--- config.mk ---
export PLATFORM = sky130hd
export DESIGN_NAME = cmd_ring_fetcher
export DESIGN_NICKNAME = d
export VERILOG_FILES = /design/src/rtl/cmd_ring_fetcher.sv
export SDC_FILE = /design/constraint.sdc
export NUM_CORES = 1
export LEC_CHECK = 0
export ABC_AREA = 1
export BUFFER_PORTS_ARGS = -buffer_cell sky130_fd_sc_hd__buf_4
export CORE_MARGIN = 8
export CORE_UTILIZATION = 47
export DETAILED_ROUTE_END_ITERATION = 10
export PLACE_DENSITY = 0.74
export SLEW_MARGIN = 10
export SYNTH_ARGS = -nofsm -noshare
export SYNTH_HDL_FRONTEND = slang
export SYNTH_SLANG_ARGS = --single-unit
--- constraint.sdc ---
create_clock -name clk -period 2.5 [get_ports clk]
set_input_delay 0.5 -clock clk [delete_from_list [all_inputs] [get_ports clk]]
set_output_delay 0.5 -clock clk [all_outputs]
set_load 0.01 [all_outputs]
--- src/rtl/cmd_ring_fetcher.sv ---
module cmd_ring_fetcher #(
  parameter int ADDR_W = 64,
  parameter int PTR_W  = 8,
  parameter int CAD_W  = 4,
  parameter int NID_W  = 7,
  parameter int PAY_W  = 20
) (
  input  logic                  clk,
  input  logic                  rst_n,
  input  logic [ADDR_W-1:0]     ring_base,
  input  logic [PTR_W-1:0]      wr_ptr,
  input  logic                  run,
  input  logic                  quota_reached,
  input  logic [(1<<CAD_W)-1:0] codec_present,
  input  logic [CAD_W+NID_W+PAY_W:0] imm_word,
  input  logic                  imm_go,
  output logic                  imm_busy,
  output logic [PTR_W-1:0]      rd_ptr,
  output logic                  mem_req_valid,
  input  logic                  mem_req_ready,
  output logic [ADDR_W-1:0]     mem_req_addr,
  input  logic                  mem_rsp_valid,
  input  logic [CAD_W+NID_W+PAY_W:0] mem_rsp_data,
  output logic                  cmd_valid,
  input  logic                  cmd_ready,
  output logic [CAD_W-1:0]      cmd_cad,
  output logic [NID_W-1:0]      cmd_nid,
  output logic [PAY_W-1:0]      cmd_payload
);
  localparam int WORD_W = CAD_W + 1 + NID_W + PAY_W;
  localparam int IND_B  = PAY_W + NID_W;

  typedef enum logic [1:0] {S_IDLE, S_REQ, S_WAIT, S_SEND} state_t;

  state_t             state;
  logic [WORD_W-1:0]  imm_reg;
  logic [WORD_W-1:0]  cmd_word;
  logic               from_imm;
  logic [PTR_W-1:0]   next_rp;
  logic               imm_ok;
  logic               rsp_ok;
  logic               ring_go;

  assign next_rp = rd_ptr + 1'b1;
  assign imm_ok  = !imm_reg[IND_B] && codec_present[imm_reg[WORD_W-1 -: CAD_W]];
  assign rsp_ok  = !mem_rsp_data[IND_B] && codec_present[mem_rsp_data[WORD_W-1 -: CAD_W]];
  assign ring_go = run && (rd_ptr != wr_ptr) && !quota_reached;

  assign mem_req_valid = (state == S_REQ);
  assign cmd_valid     = (state == S_SEND);
  assign cmd_cad       = cmd_word[WORD_W-1 -: CAD_W];
  assign cmd_nid       = cmd_word[IND_B-1 -: NID_W];
  assign cmd_payload   = cmd_word[PAY_W-1:0];

  always_ff @(posedge clk) begin
    if (!rst_n) begin
      state        <= S_IDLE;
      rd_ptr       <= '0;
      imm_busy     <= 1'b0;
      imm_reg      <= '0;
      cmd_word     <= '0;
      from_imm     <= 1'b0;
      mem_req_addr <= '0;
    end else begin
      if (imm_go && !imm_busy) begin
        imm_busy <= 1'b1;
        imm_reg  <= imm_word;
      end
      case (state)
        S_IDLE: begin
          if (imm_busy) begin
            if (imm_ok) begin
              cmd_word <= imm_reg;
              from_imm <= 1'b1;
              state    <= S_SEND;
            end else begin
              imm_busy <= 1'b0;
            end
          end else if (ring_go) begin
            mem_req_addr <= ring_base + ADDR_W'({next_rp, 2'b00});
            state        <= S_REQ;
          end
        end
        S_REQ: if (mem_req_ready) state <= S_WAIT;
        S_WAIT: begin
          if (mem_rsp_valid) begin
            rd_ptr <= next_rp;
            if (rsp_ok) begin
              cmd_word <= mem_rsp_data;
              from_imm <= 1'b0;
              state    <= S_SEND;
            end else begin
              state <= S_IDLE;
            end
          end
        end
        S_SEND: begin
          if (cmd_ready) begin
            if (from_imm) imm_busy <= 1'b0;
            state <= S_IDLE;
          end
        end
        default: state <= S_IDLE;
      endcase
    end
  end
endmodule

After elaboration in Yosys (flattened, before gate mapping)
Index checks and enable logic that the tools add are counted.
{ "totals": {"ff_bits": 140, "latchBits": 0, "mem_bits_rw": 0, "mem_bits_ro": 0, "output_inout_bits": 106, "wordCells": 67, "memories": 0} }
{ "op_classes": {"add_sub_neg": 2, "multipliers": 0, "div_mod_pow": 0, "magnitude_cmp": 2, "n_eq_ne": 12, "shifts": 0, "n_mux": 28, "n_bitwise": 1, "reduce_logical": 15} }
{ "ops": {"columns": ["op", "n"], "rows": [
  ["$mux 32", 4],
  ["$add 64x10->64", 1],
  ["$pmux 32 s2", 1],
  ["$mux 2", 7],
  ["$mux 1", 11],
  ["$lt 4x5->1 const B", 2],
  ["$reduce_and 5->1", 2],
  ["$add 8x1->8 const B", 1],
  ["$bmux 1 s4", 2],
  ["$ne 2x2->1 const B", 4],
  ["$ne 8x8->1", 1],
  ["$pmux 2 s4", 1],
  ["$ne 3x3->1 const B", 2],
  ["$logic_and 1x1->1", 5],
  ["$eq 2x2->1 const B", 2],
  ["$logic_not 1->1", 4],
  ["$ne 2x1->1 const B", 2],
  ["$pmux 1 s2", 2],
  ["$reduce_and 3->1", 1],
  ["$eq 2x1->1 const B", 1],
  ["$logic_not 2->1", 1],
  ["$reduce_and 2->1", 1],
  ["$reduce_bool 2->1", 1],
  ["$not 1->1", 1]
]} }

Logic depth before layout (Yosys ltp)
Gate-level depths: netlist of run 1.
{ "logic_depth": {"depth_word": 6, "depth_mapped": 20, "ltp_nobuf": 20} }

Worst setup path before layout of run 1
OpenSTA, ideal clock, no wires.
{ "synth_timing": {"kind": "register to register", "start": "register rd_ptr[1]", "end": "register mem_req_addr[50]", "setup_ns": 0.117, "t_arrival_ns": 2.355, "required_time_ns": 2.383, "slack_ns": 0.028, "stages_incl_launch_ff": 16, "path_buffers": 0, "synth_period_minus_slack_ns": 2.472, "cell_sequence": "dfxtp_1 -> ha_1 -> nand3_1 -> nand3b_1 -> xor2_1 -> ha_1 -> nand2_1 -> nor2_1 -> nand2_2 -> nand2_4 -> nand2_4 -> nor2_2 -> nand3_1 -> xnor2_1 -> nor2_1 -> nor2_1"} }
{ "synth_lines": {"columns": ["item", "line", "source"], "rows": [
  ["start: declaration", "18", "output logic [PTR_W-1:0] rd_ptr,"],
  ["start signal: assignment", "87", "rd_ptr <= next_rp;"],
  ["$add 8x1->8", "44", "assign next_rp = rd_ptr + 1'b1;"],
  ["named net next_rp[6]", "39", "logic [PTR_W-1:0] next_rp;"],
  ["$add 64x10->64", "80", "mem_req_addr <= ring_base + ADDR_W'({next_rp, 2'b00});"],
  ["end signal: assignment", "80", null],
  ["end: declaration", "21", "output logic [ADDR_W-1:0] mem_req_addr,"]
]} }
The timed path passes the listed nets, and every way through them passes these cells.
A chain may end at the register's enable or synchronous reset.

Final worst setup path of run 1
{ "layout_timing": {"start": "register rd_ptr[1]", "end": "register mem_req_addr[32]"} }
The elaborated chain is that of the path after synthesis.

==> results of run 1 <==
## final cells by class
type / instances / area, sq um
Clock buffer: 17 / 425
Clock inverter: 15 / 148
Fill cell: 1619 / 5830
Inverter: 184 / 696
Multi-Input combinational cell: 976 / 5200
Sequential cell: 139 / 2800
Tap cell: 229 / 287
Timing Repair Buffer: 325 / 2520
## layout by cell type, fill, tap and decap left out, types with 3 or more instances in the layout
cell type  netlist  layout
nand2_1        337     313
clkinv_4         0       4
xnor2_1         24      21
clkbuf_16        0      17
inv_2            5       8
nor3_2          10      10
nand4_1         23      23
dfxtp_1        139     135
ha_1            13       7
nand2_2          4      24
inv_8            0       4
nor2_4           1       8
xnor2_2          0       3
o21a_1          18      18
nor2_1         169     160
nor3_1          15      14
a21oi_2          0       4
dfxtp_4          0       3
buf_4            2     318
inv_6            0       5
buf_12           0       6
nand3_1         97      89
nand2_4          4       7
xor2_1          22      18
clkinv_1         3       3
o21ai_0        117     116
inv_1          174     171
nand3b_1        17      17
xor2_2           0       4
a31oi_1          6       6
ha_4             0       4
nand3_2          3       7
a21oi_1         73      68
nor2_2           5       7
nand3_4          0       4
## how the worst min path moves through the flow
stage,from,end,slack [ns],depth (start not counted)
after floorplan,imm_reg[0],imm_reg[0],0.42,2
after global placement,imm_reg[10],imm_reg[10],0.43,2
after detailed placement,imm_reg[23],imm_reg[23],0.44,2
after CTS,ring_base[1],mem_req_addr[1],0.32,3
after global routing,ring_base[1],mem_req_addr[1],0.33,3
final,ring_base[1],mem_req_addr[1],0.33,3
## where the power goes
part           switching [uW]  internal [uW]  leakage (uW)
sequential                294           2710       0.00115
combinational            2390           1750       0.00443
clock                    1170           1330      0.000280
## stage by stage
step | setup TNS (ns) | setup WS, ns | cells | utilization (%) | hold WS [ns]
after floorplan | 0 | 0.0275 | 1349 | - | 0.424
after global placement | -0.165 | -0.139 | 1843 | 61.5 | 0.432
after detailed placement | -1.21 | -0.187 | 1843 | 61.5 | 0.439
after CTS | -0.136 | -0.0297 | 1877 | 65.4 | 0.319
after global routing | -3.86 | -0.184 | 1885 | 67.4 | 0.330
final | -0.00408 | -0.00247 | 1885 | 67.4 | 0.332
## synthesized netlist by cell type, drive strengths merged
library cell  count
nand2           345
inv             181
nor2            175
dfxtp           139
o21ai           120
nand3           100
a21oi            73
clkbuf           29
nor3             25
xnor2            24
nand4            23
xor2             22
buf              21
o21a             18
nand3b           17
ha               13
a31oi             6
or2               4
clkinv            3
a21o              2
and3              2
o211ai            2
fa                1
nor3b             1
nor4              1
o21bai            1
o221ai            1
## layer usage
| metal | vias up | track usage (%) |
|---|---|---|
| met5 | - | 0 |
| met4 | 0 | 9.35 |
| met1 | 4427 | 35.1 |
| met3 | 51 | 4.87 |
| li1 | 4896 | - |
| met2 | 383 | 44.8 |
## cell families (layout without fill, tap and decap cells)
kind of cell | after synthesis | after routing | share of synthesized area (%)
AO/OA/AOI/OAI | 223 | 223 | 14.0
XOR/XNOR | 46 | 46 | 4.72
adder cells (fa/ha/maj) | 14 | 14 | 2.14
buffers and inverters | 234 | 541 | 11.1
flip-flops | 139 | 139 | 32.6
AND/OR/NAND/NOR | 693 | 693 | 35.4
## worst max-delay path: stages (launching register included)
cell and delay, ns:
dfxtp_4 0.38, nand3_4 0.09, inv_2 0.07, nand4_1 0.11
nor2_1 0.16, xor2_1 0.20, ha_2 0.35, nand2_1 0.11
nand2_2 0.10, a21oi_4 0.17, nand2_4 0.10, nand2_8 0.11
nor2_4 0.05, nand3b_1 0.11, xor2_1 0.16, nor2_1 0.06
nor2_1 0.09
## what timing repair did
action,CTS,global route
setup buffers,2,8
endpoints found under the setup margin,40,54
pin swaps,10,31
hold endpoints to repair,0,0
resized for setup,28,69
==> impl_metrics.tcl, run 1 <==
set metrics [dict create \
    outcome "finished with violations" \
    violations "negative setup slack" \
    overflow 0 \
    rsz0062_at_grt "true" \
    core_sq_mm 0.0179 \
    post-synth-top-area-fraction_pct 32.6 \
    routedWlPerCell_microns 17.0 \
    grt_usage_pct 27.2 \
    grt_pass1_wl_microns 48600 \
    clockBufferDepth 2 \
    num_vias 9757 \
    synth_cell_types 44 \
    root_buffer "clkbuf_16" \
    dr_wl_met3_microns 2450 \
    crit_arrival_ns 2.87 \
    avgSynthCellArea_sq_um 6.33 \
    setup_slack_ns -0.00247 \
    grt_pass1_vias 9266 \
    dpl.hpwl_microns 25000 \
    p_leak_uw 0.00586 \
    cp_max_fo 5 \
    synth_seq_cells 139 \
    ys_warn_count 0 \
    ant_nets 0 \
    antenna_found_initial 0 \
    hold_path_class "in -> reg" \
    rows 49 \
    cts_tree "yes" \
    die_x_microns 151 \
    routed_wl_microns 32000 \
    gp_congestion 0.945 \
    top_layer_used "met4" \
    finalWorstPathRequiredPeriod_ns 2.50 \
    ir_worst_vdd_v 0.000515 \
    synthTopCellsByArea "dfxtp_1 (33%), nand2_1 (15%), inv_1 (7.7%), nor2_1 (7.4%), o21ai_0 (6.9%)" \
    firstDrtPassIters 5 \
    regToRegStartpoint "rd_ptr[1]" \
    via_per_inst 5.18 \
    die-area_sq_mm 0.0227 \
    clk_pin_slew_ns 0.07 \
    portBuffers 265 \
    finalSetupViolCount 2 \
    clk_latency_ns 0.43 \
    wl_met1_microns 13700 \
    synth_fp_nets 1523 \
    die_y_microns 151 \
    finClkSkew_ns 0.00809 \
    endpoint_kind "flop" \
    tightest_slew_ns 0.468 \
    drtIter0Drc 628 \
    relSlewSlack_pct 68.6 \
    area_delta_synth_final_pct 41.4 \
    cts.sinks 139 \
    reg2regPathDepth 16 \
    cp-startpoint "rd_ptr[1]" \
    postCtsHoldBufs 0 \
    rrSetupSlack_ns -0.002 \
    fin_nets 1817 \
    hold_viol 0 \
    cts_buffers 17 \
    rr_endpoint "mem_req_addr[32]" \
    htreeDepth 4 \
    layout-drive-gt1-share_pct 28.0 \
    totalPowerFinal_uw 9630 \
    grt_start_max_net_pins 59 \
    crit_required_ns 2.86 \
    antenna_cells 0 \
    netlist_instances 1349 \
    drc 0 \
    slew_viol_final 0 \
    period_share_pct 100 \
    synth_top_cell_by_area "dfxtp_1" \
    fmax_mhz 400 \
    start_kind "flop" \
    wl_met2_microns 15000 \
    io_pins 266 \
    maxCapViolCount 0 \
    design_area_sq_mm 0.0121 \
    power.density_mw_per_mm2 798 \
    synth_seq_area_share_pct 32.6 \
    crit_path_end "mem_req_addr[32]" \
    crit_type "reg -> reg" \
    initial_core_util_pct 47.7 \
    synthesis.area_sq_mm 0.00854 \
    postPlaceCellArea_sq_mm 0.0110 \
    largest_reg_flops 64 \
]
Power figures use the tool's default switching activity.
==> run 2, diff against run 1 <==
CELL_PAD_IN_SITES_DETAIL_PLACEMENT = 0   (was not set)
CELL_PAD_IN_SITES_GLOBAL_PLACEMENT = 1   (was not set)
CORE_UTILIZATION = 32   (was 47)
==> impl_metrics.tcl, run 2 (same netlist as run 1, synthesis figures left out) <==
set metrics [dict create \
    finClkSkew_ns 0.0103 \
    slew_viol_final 0 \
    clk_pin_slew_ns 0.07 \
    tightest_slew_ns 0.612 \
    outcome "completed" \
    num_vias 9490 \
    io_pins 266 \
    crit_type "reg -> reg" \
    postPlaceCellArea_sq_mm 0.0112 \
    finalSetupViolCount 0 \
    crit_family "simple AND/OR/NAND/NOR gates" \
    area_delta_synth_final_pct 45.7 \
    period_share_pct 99.3 \
    ant_nets 0 \
    critPathBufInv 0 \
    htreeDepth 4 \
    largest_reg_flops 64 \
    ir_worst_vdd_v 0.000352 \
    endpoint_kind "flop" \
    clk_latency_ns 0.43 \
    routed_wl_microns 33500 \
    p_leak_uw 0.00597 \
    firstDrtPassIters 6 \
    dpl.hpwl_microns 26400 \
    power.internal_uw 5900 \
    cts_tree "yes" \
    fmax_mhz 403 \
    antenna_cells 0 \
    initial_core_util_pct 32.7 \
    crit_arrival_ns 2.80 \
    grt_pass1_vias 9413 \
    grt_pass1_wl_microns 51300 \
    overflow 0 \
    routedWlPerCell_microns 16.7 \
    clockBufferDepth 2 \
    hold_path_class "in -> reg" \
    die-area_sq_mm 0.0322 \
    die_x_microns 179 \
    pwr-share-clk_pct 26.3 \
    cts_buffers 17 \
    design_area_sq_mm 0.0124 \
    drtIter0Drc 551 \
    layout_common_cells "buf_4 (327), nand2_1 (299), inv_1 (170)" \
    root_buffer "clkbuf_16" \
    totalPowerFinal_uw 9710 \
    portBuffers 265 \
    switchingPower_uw 3810 \
    postCtsHoldBufs 0 \
    grt_usage_pct 20.4 \
    hold_viol 0 \
    antenna_found_initial 0 \
    crit_required_ns 2.81 \
    relSlewSlack_pct 59.2 \
    fin_nets 1829 \
    gp_congestion 0.885 \
    cp_max_fo 5 \
    layout-drive-gt1-share_pct 29.8 \
    start_kind "flop" \
    max_stage_delay_ns 0.38 \
    finish.utilization_pct 47.6 \
    cts.sinks 139 \
    via_per_inst 4.74 \
    cp_slowest_cell "dfxtp_4" \
    crit_chain "ha_4 -> nand3_2 -> nand3b_1 -> xor2_2 -> ha_4 -> nand2_4 -> nor2_4 -> nand2_2 -> nand2_4 -> nand2_8 -> nor2_4 -> nand3b_1 -> xor2_1 -> nor2_1 -> nor2_1" \
    instances_no_fill 2002 \
    grt_start_max_net_pins 66 \
    drc 0 \
    switching_share_pct 39.3 \
    comb_power_share_pct 43.0 \
    power.density_mw_per_mm2 781 \
    final_common_cell "buf_4" \
    placedCellCount 1961 \
    core_sq_mm 0.0261 \
    finalWorstPathRequiredPeriod_ns 2.48 \
    rows 59 \
    power_frac_seq_pct 30.8 \
    die_y_microns 179 \
    maxCapViolCount 0 \
    rsz0062_at_grt "true" \
]
-- run 2: cell types whose count changed in the layout (fill, tap and decap cells not counted), sizes merged --
| cell | delta |
|---|---|
| buf | +12 |
| clkinvlp | +3 |
| clkinv | -4 |
| clkbuf | +1 |
| inv | -2 |
| bufinv | +1 |
-- run 2: final cells by class --
class | instances | area (sq um)
repair buffers | 337 | 2620
clock buffers | 18 | 439
multi-input cells | 976 | 5330
clock inverters | 13 | 133
inverters | 184 | 698
well taps | 335 | 419
fillers | 2824 | 13700
flip-flops and latches | 139 | 2790
-- run 2: path summary, 6_finish.rpt --
path                                    from               end  slack, ns  cells past startpoint
worst min register to register   imm_reg[10]       imm_reg[10]       0.45                      2
worst min-delay path            ring_base[1]   mem_req_addr[1]       0.34                      3
worst max register to register     rd_ptr[0]  mem_req_addr[32]       0.02                     15
worst max-delay path               rd_ptr[0]  mem_req_addr[32]       0.02                     15
-- run 2: timing repair --
item | in CTS | in global routing
pin swaps | 11 | 46
gates resized for setup | 43 | 90
buffers inserted | 3 | 7
endpoints found under the setup margin | 54 | 53
-- run 2: routing by layer --
layer	part of all wire [%]	up-vias	global-route usage, %
li1	-	4896	-
met1	46	4300	26.7
met2	46	264	33.5
met3	6.5	30	4.42
met4	1.7	0	5.73
met5	0	-	0
-- run 2: worst min-delay path, stage by stage --
cell	delay, ns
buf_4	0.11
nand2_1	0.05
a21oi_1	0.05
-- run 2: power groups by stage --
stage          combinational, uW  sequential [uW]  clock, uW
5_1_grt                     4720             3050       2710
3_3_place_gp                4000             3010          0
3_5_place_dp                4010             3030          0
4_1_cts                     4100             2990       2620
6_report                    4170             2990       2550
2_1_floorplan               2250             3140          0
-- run 2: metrics by stage --
step | worst slack [ns] | setup TNS [ns] | hold WS (ns)
after floorplan | 0.0275 | 0 | 0.424
after global placement | -0.143 | -0.551 | 0.432
after detailed placement | -0.222 | -3.47 | 0.438
after CTS | 0.0100 | 0 | 0.322
after global routing | -0.171 | -3.13 | 0.330
final | 0.0175 | 0 | 0.335
==> run 3, diff against run 2 <==
ABC_AREA = not set   (was 1)
CORE_UTILIZATION = 39   (was 32)
PLACE_DENSITY = 0.84   (was 0.74)
TNS_END_PERCENT = 50   (was not set)
clock period = 2.9 ns   (was 2.5 ns; I/O delays follow)
==> impl_metrics.tcl, run 3 <==
set metrics [dict create \
    outcome "completed" \
    design_area_sq_mm 0.0105 \
    hold_viol 0 \
    antenna_found_initial 0 \
    crit_required_ns 3.25 \
    area_delta_synth_final_pct 45.6 \
    overflow 0 \
    critPathBufInv 0 \
    cp-startpoint "rd_ptr[0]" \
    finish.utilization_pct 58.2 \
    regToRegStartpoint "rd_ptr[0]" \
    synth_cell_types 59 \
    reg2regPathDepth 11 \
    grt_pass1_wl_microns 38500 \
    grt_start_max_net_pins 120 \
    die_y_microns 152 \
    max_stage_delay_ns 0.52 \
    endpoint_kind "flop" \
    finClkSkew_ns 0.0133 \
    dpl.hpwl_microns 18200 \
    ir_worst_vdd_v 0.000459 \
    num_vias 7232 \
    rrSetupSlack_ns 0.002 \
    initial_core_util_pct 40.0 \
    largest_reg_flops 64 \
    post-synth-top-area-fraction_pct 38.6 \
    cp_slowest_cell "a2111o_1" \
    fin_nets 1310 \
    firstDrtPassIters 5 \
    synth_edf_count 0 \
    die_x_microns 152 \
    cts_tree "yes" \
    holdPathStages 3 \
    routedWlPerCell_microns 17.6 \
    synthTopCellsByCount "dfxtp_1 (139), nand2_1 (95), a21oi_1 (94), nor2_1 (66), o21ai_0 (62)" \
    slew_viol_final 0 \
    crit_arrival_ns 3.25 \
    fmax_mhz 345 \
    relSlewSlack_pct 44.3 \
    layout-drive-gt1-share_pct 33.6 \
    root_buffer "clkbuf_16" \
    totalPowerFinal_uw 7550 \
    critical_path_depth 11 \
    grt_usage_pct 20.2 \
    clk_latency_ns 0.42 \
    die-area_sq_mm 0.0231 \
    start_kind "flop" \
    routed_wl_microns 24300 \
    period_share_pct 99.9 \
    ant_nets 0 \
    postPlaceCellArea_sq_mm 0.00970 \
    synthFlopType "dfxtp_1" \
    htreeDepth 4 \
    clockBufferDepth 2 \
    crit_family "simple AND/OR/NAND/NOR gates" \
    synth_top_cell_by_area "dfxtp_1" \
    grt_pass1_vias 7191 \
    final_common_cell "buf_4" \
    maxCapViolCount 0 \
    power.density_mw_per_mm2 719 \
    avgSynthCellArea_sq_um 8.38 \
    synth.most_common_cell "dfxtp_1" \
    place_ws_ns -0.0998 \
    hold_path_class "in -> reg" \
    crit_type "reg -> reg" \
    tightest_slew_ns 0.835 \
    antenna_cells 0 \
    synth_seq_cells 139 \
    synth_fp_nets 1034 \
    finalSetupViolCount 0 \
    portBuffers 265 \
    drc 0 \
    crit_path_end "mem_req_addr[57]" \
    netlist_instances 860 \
    setup_slack_ns 0.00227 \
    clk_pin_slew_ns 0.06 \
    synthTopCellsByArea "dfxtp_1 (39%), xnor2_1 (7.3%), a21oi_1 (6.5%), mux2i_1 (6.4%), nand2_1 (4.9%)" \
    rsz0062_at_grt "true" \
    drtIter0Drc 305 \
    synth_seq_area_share_pct 38.6 \
    rr_endpoint "mem_req_addr[57]" \
    postCtsHoldBufs 0 \
    crit_chain "ha_4 -> nand3_4 -> or2_4 -> xnor2_1 -> ha_1 -> a21o_1 -> a21oi_2 -> or2_1 -> a2111o_1 -> or4_1 -> a31oi_1" \
    p_leak_uw 0.00423 \
    ys_warn_count 0 \
    core_sq_mm 0.0180 \
    cts.sinks 139 \
    rows 49 \
    io_pins 266 \
    cts_buffers 17 \
    via_per_inst 5.25 \
    gp_congestion 0.846 \
    cp_max_fo 8 \
    layout_common_cells "buf_4 (310), dfxtp_1 (136), nand2_1 (95)" \
    synthesis.area_sq_mm 0.00721 \
    finalWorstPathRequiredPeriod_ns 2.90 \
    synth-async-reset-ratio_pct 0 \
]
-- run 3: cell count changes after synthesis, sizes merged, moves of 39 or more --
cell,before,now
mux2i,0,46
nor2,175,66
nand3,100,27
nand2,345,95
o21ai,120,63
a211oi,0,39
inv,181,19
-- run 3: metal layers --
| layer | global-route usage (%) | share of wire [%] | vias to the layer above |
|---|---|---|---|
| met5 | 0 | 0 | - |
| met4 | 5.70 | 1.2 | 0 |
| met3 | 7.76 | 7.8 | 24 |
| met2 | 33.4 | 48 | 242 |
| met1 | 23.9 | 43 | 3327 |
| li1 | - | - | 3639 |
-- run 3: power breakdown --
group	switching (uW)	internal (uW)
logic	1400	1210
registers	209	2290
clock network	905	1550
total	2510	5040
-- run 3: final cells by class --
type | count | area [sq um]
clock buffers | 17 | 425
clock inverters | 15 | 235
fillers | 1680 | 7530
inverters | 19 | 71.3
multi-input cells | 644 | 4270
flip-flops and latches | 139 | 2790
well taps | 229 | 287
repair buffers | 315 | 2420
-- run 3: kinds of logic after synthesis --
logic type	share of synthesized area [%]
adders and majority gates	2.53
buffers and inverters	4.23
and+or+nand+nor	16.6
xor gates and xnor gates	8.99
AOI/OAI and AO/OA	21.1
muxes	7.95
DFF	38.6
-- run 3: worst min path at each step --
stage / from / slack (ns) / end
floorplan: imm_reg[0] / 0.44 / imm_reg[0]
global placement: imm_reg[4] / 0.44 / imm_reg[4]
detailed placement: imm_reg[6] / 0.45 / imm_reg[6]
CTS: ring_base[1] / 0.38 / mem_req_addr[1]
global route: imm_word[7] / 0.39 / imm_reg[7]
finish: ring_base[1] / 0.39 / mem_req_addr[1]
-- run 3: through the flow --
stage	TNS [ns]	std cells	hold slack, ns
2_1_floorplan	-0.303	860	0.436
3_3_place_gp	0	1341	0.442
3_5_place_dp	-0.177	1341	0.446
4_1_cts	0	1376	0.381
5_1_grt	-0.725	1378	0.387
6_report	0	1378	0.394
-- run 3: worst reg2reg max path, delay by kind of cell (launching register included) --
family | cells | cell delay [ns]
simple gates | 4 | 0.97
xor+xnor | 1 | 0.13
fa+ha+maj | 2 | 0.45
compound gates | 4 | 0.91
flops | 1 | 0.37
-- run 3: what timing repair did --
action | in CTS | in global routing
gates cloned | 0 | 0
setup endpoints to repair | 6 | 34
pin swaps | 5 | 10
resized for setup | 2 | 23
buffers inserted | 3 | 2
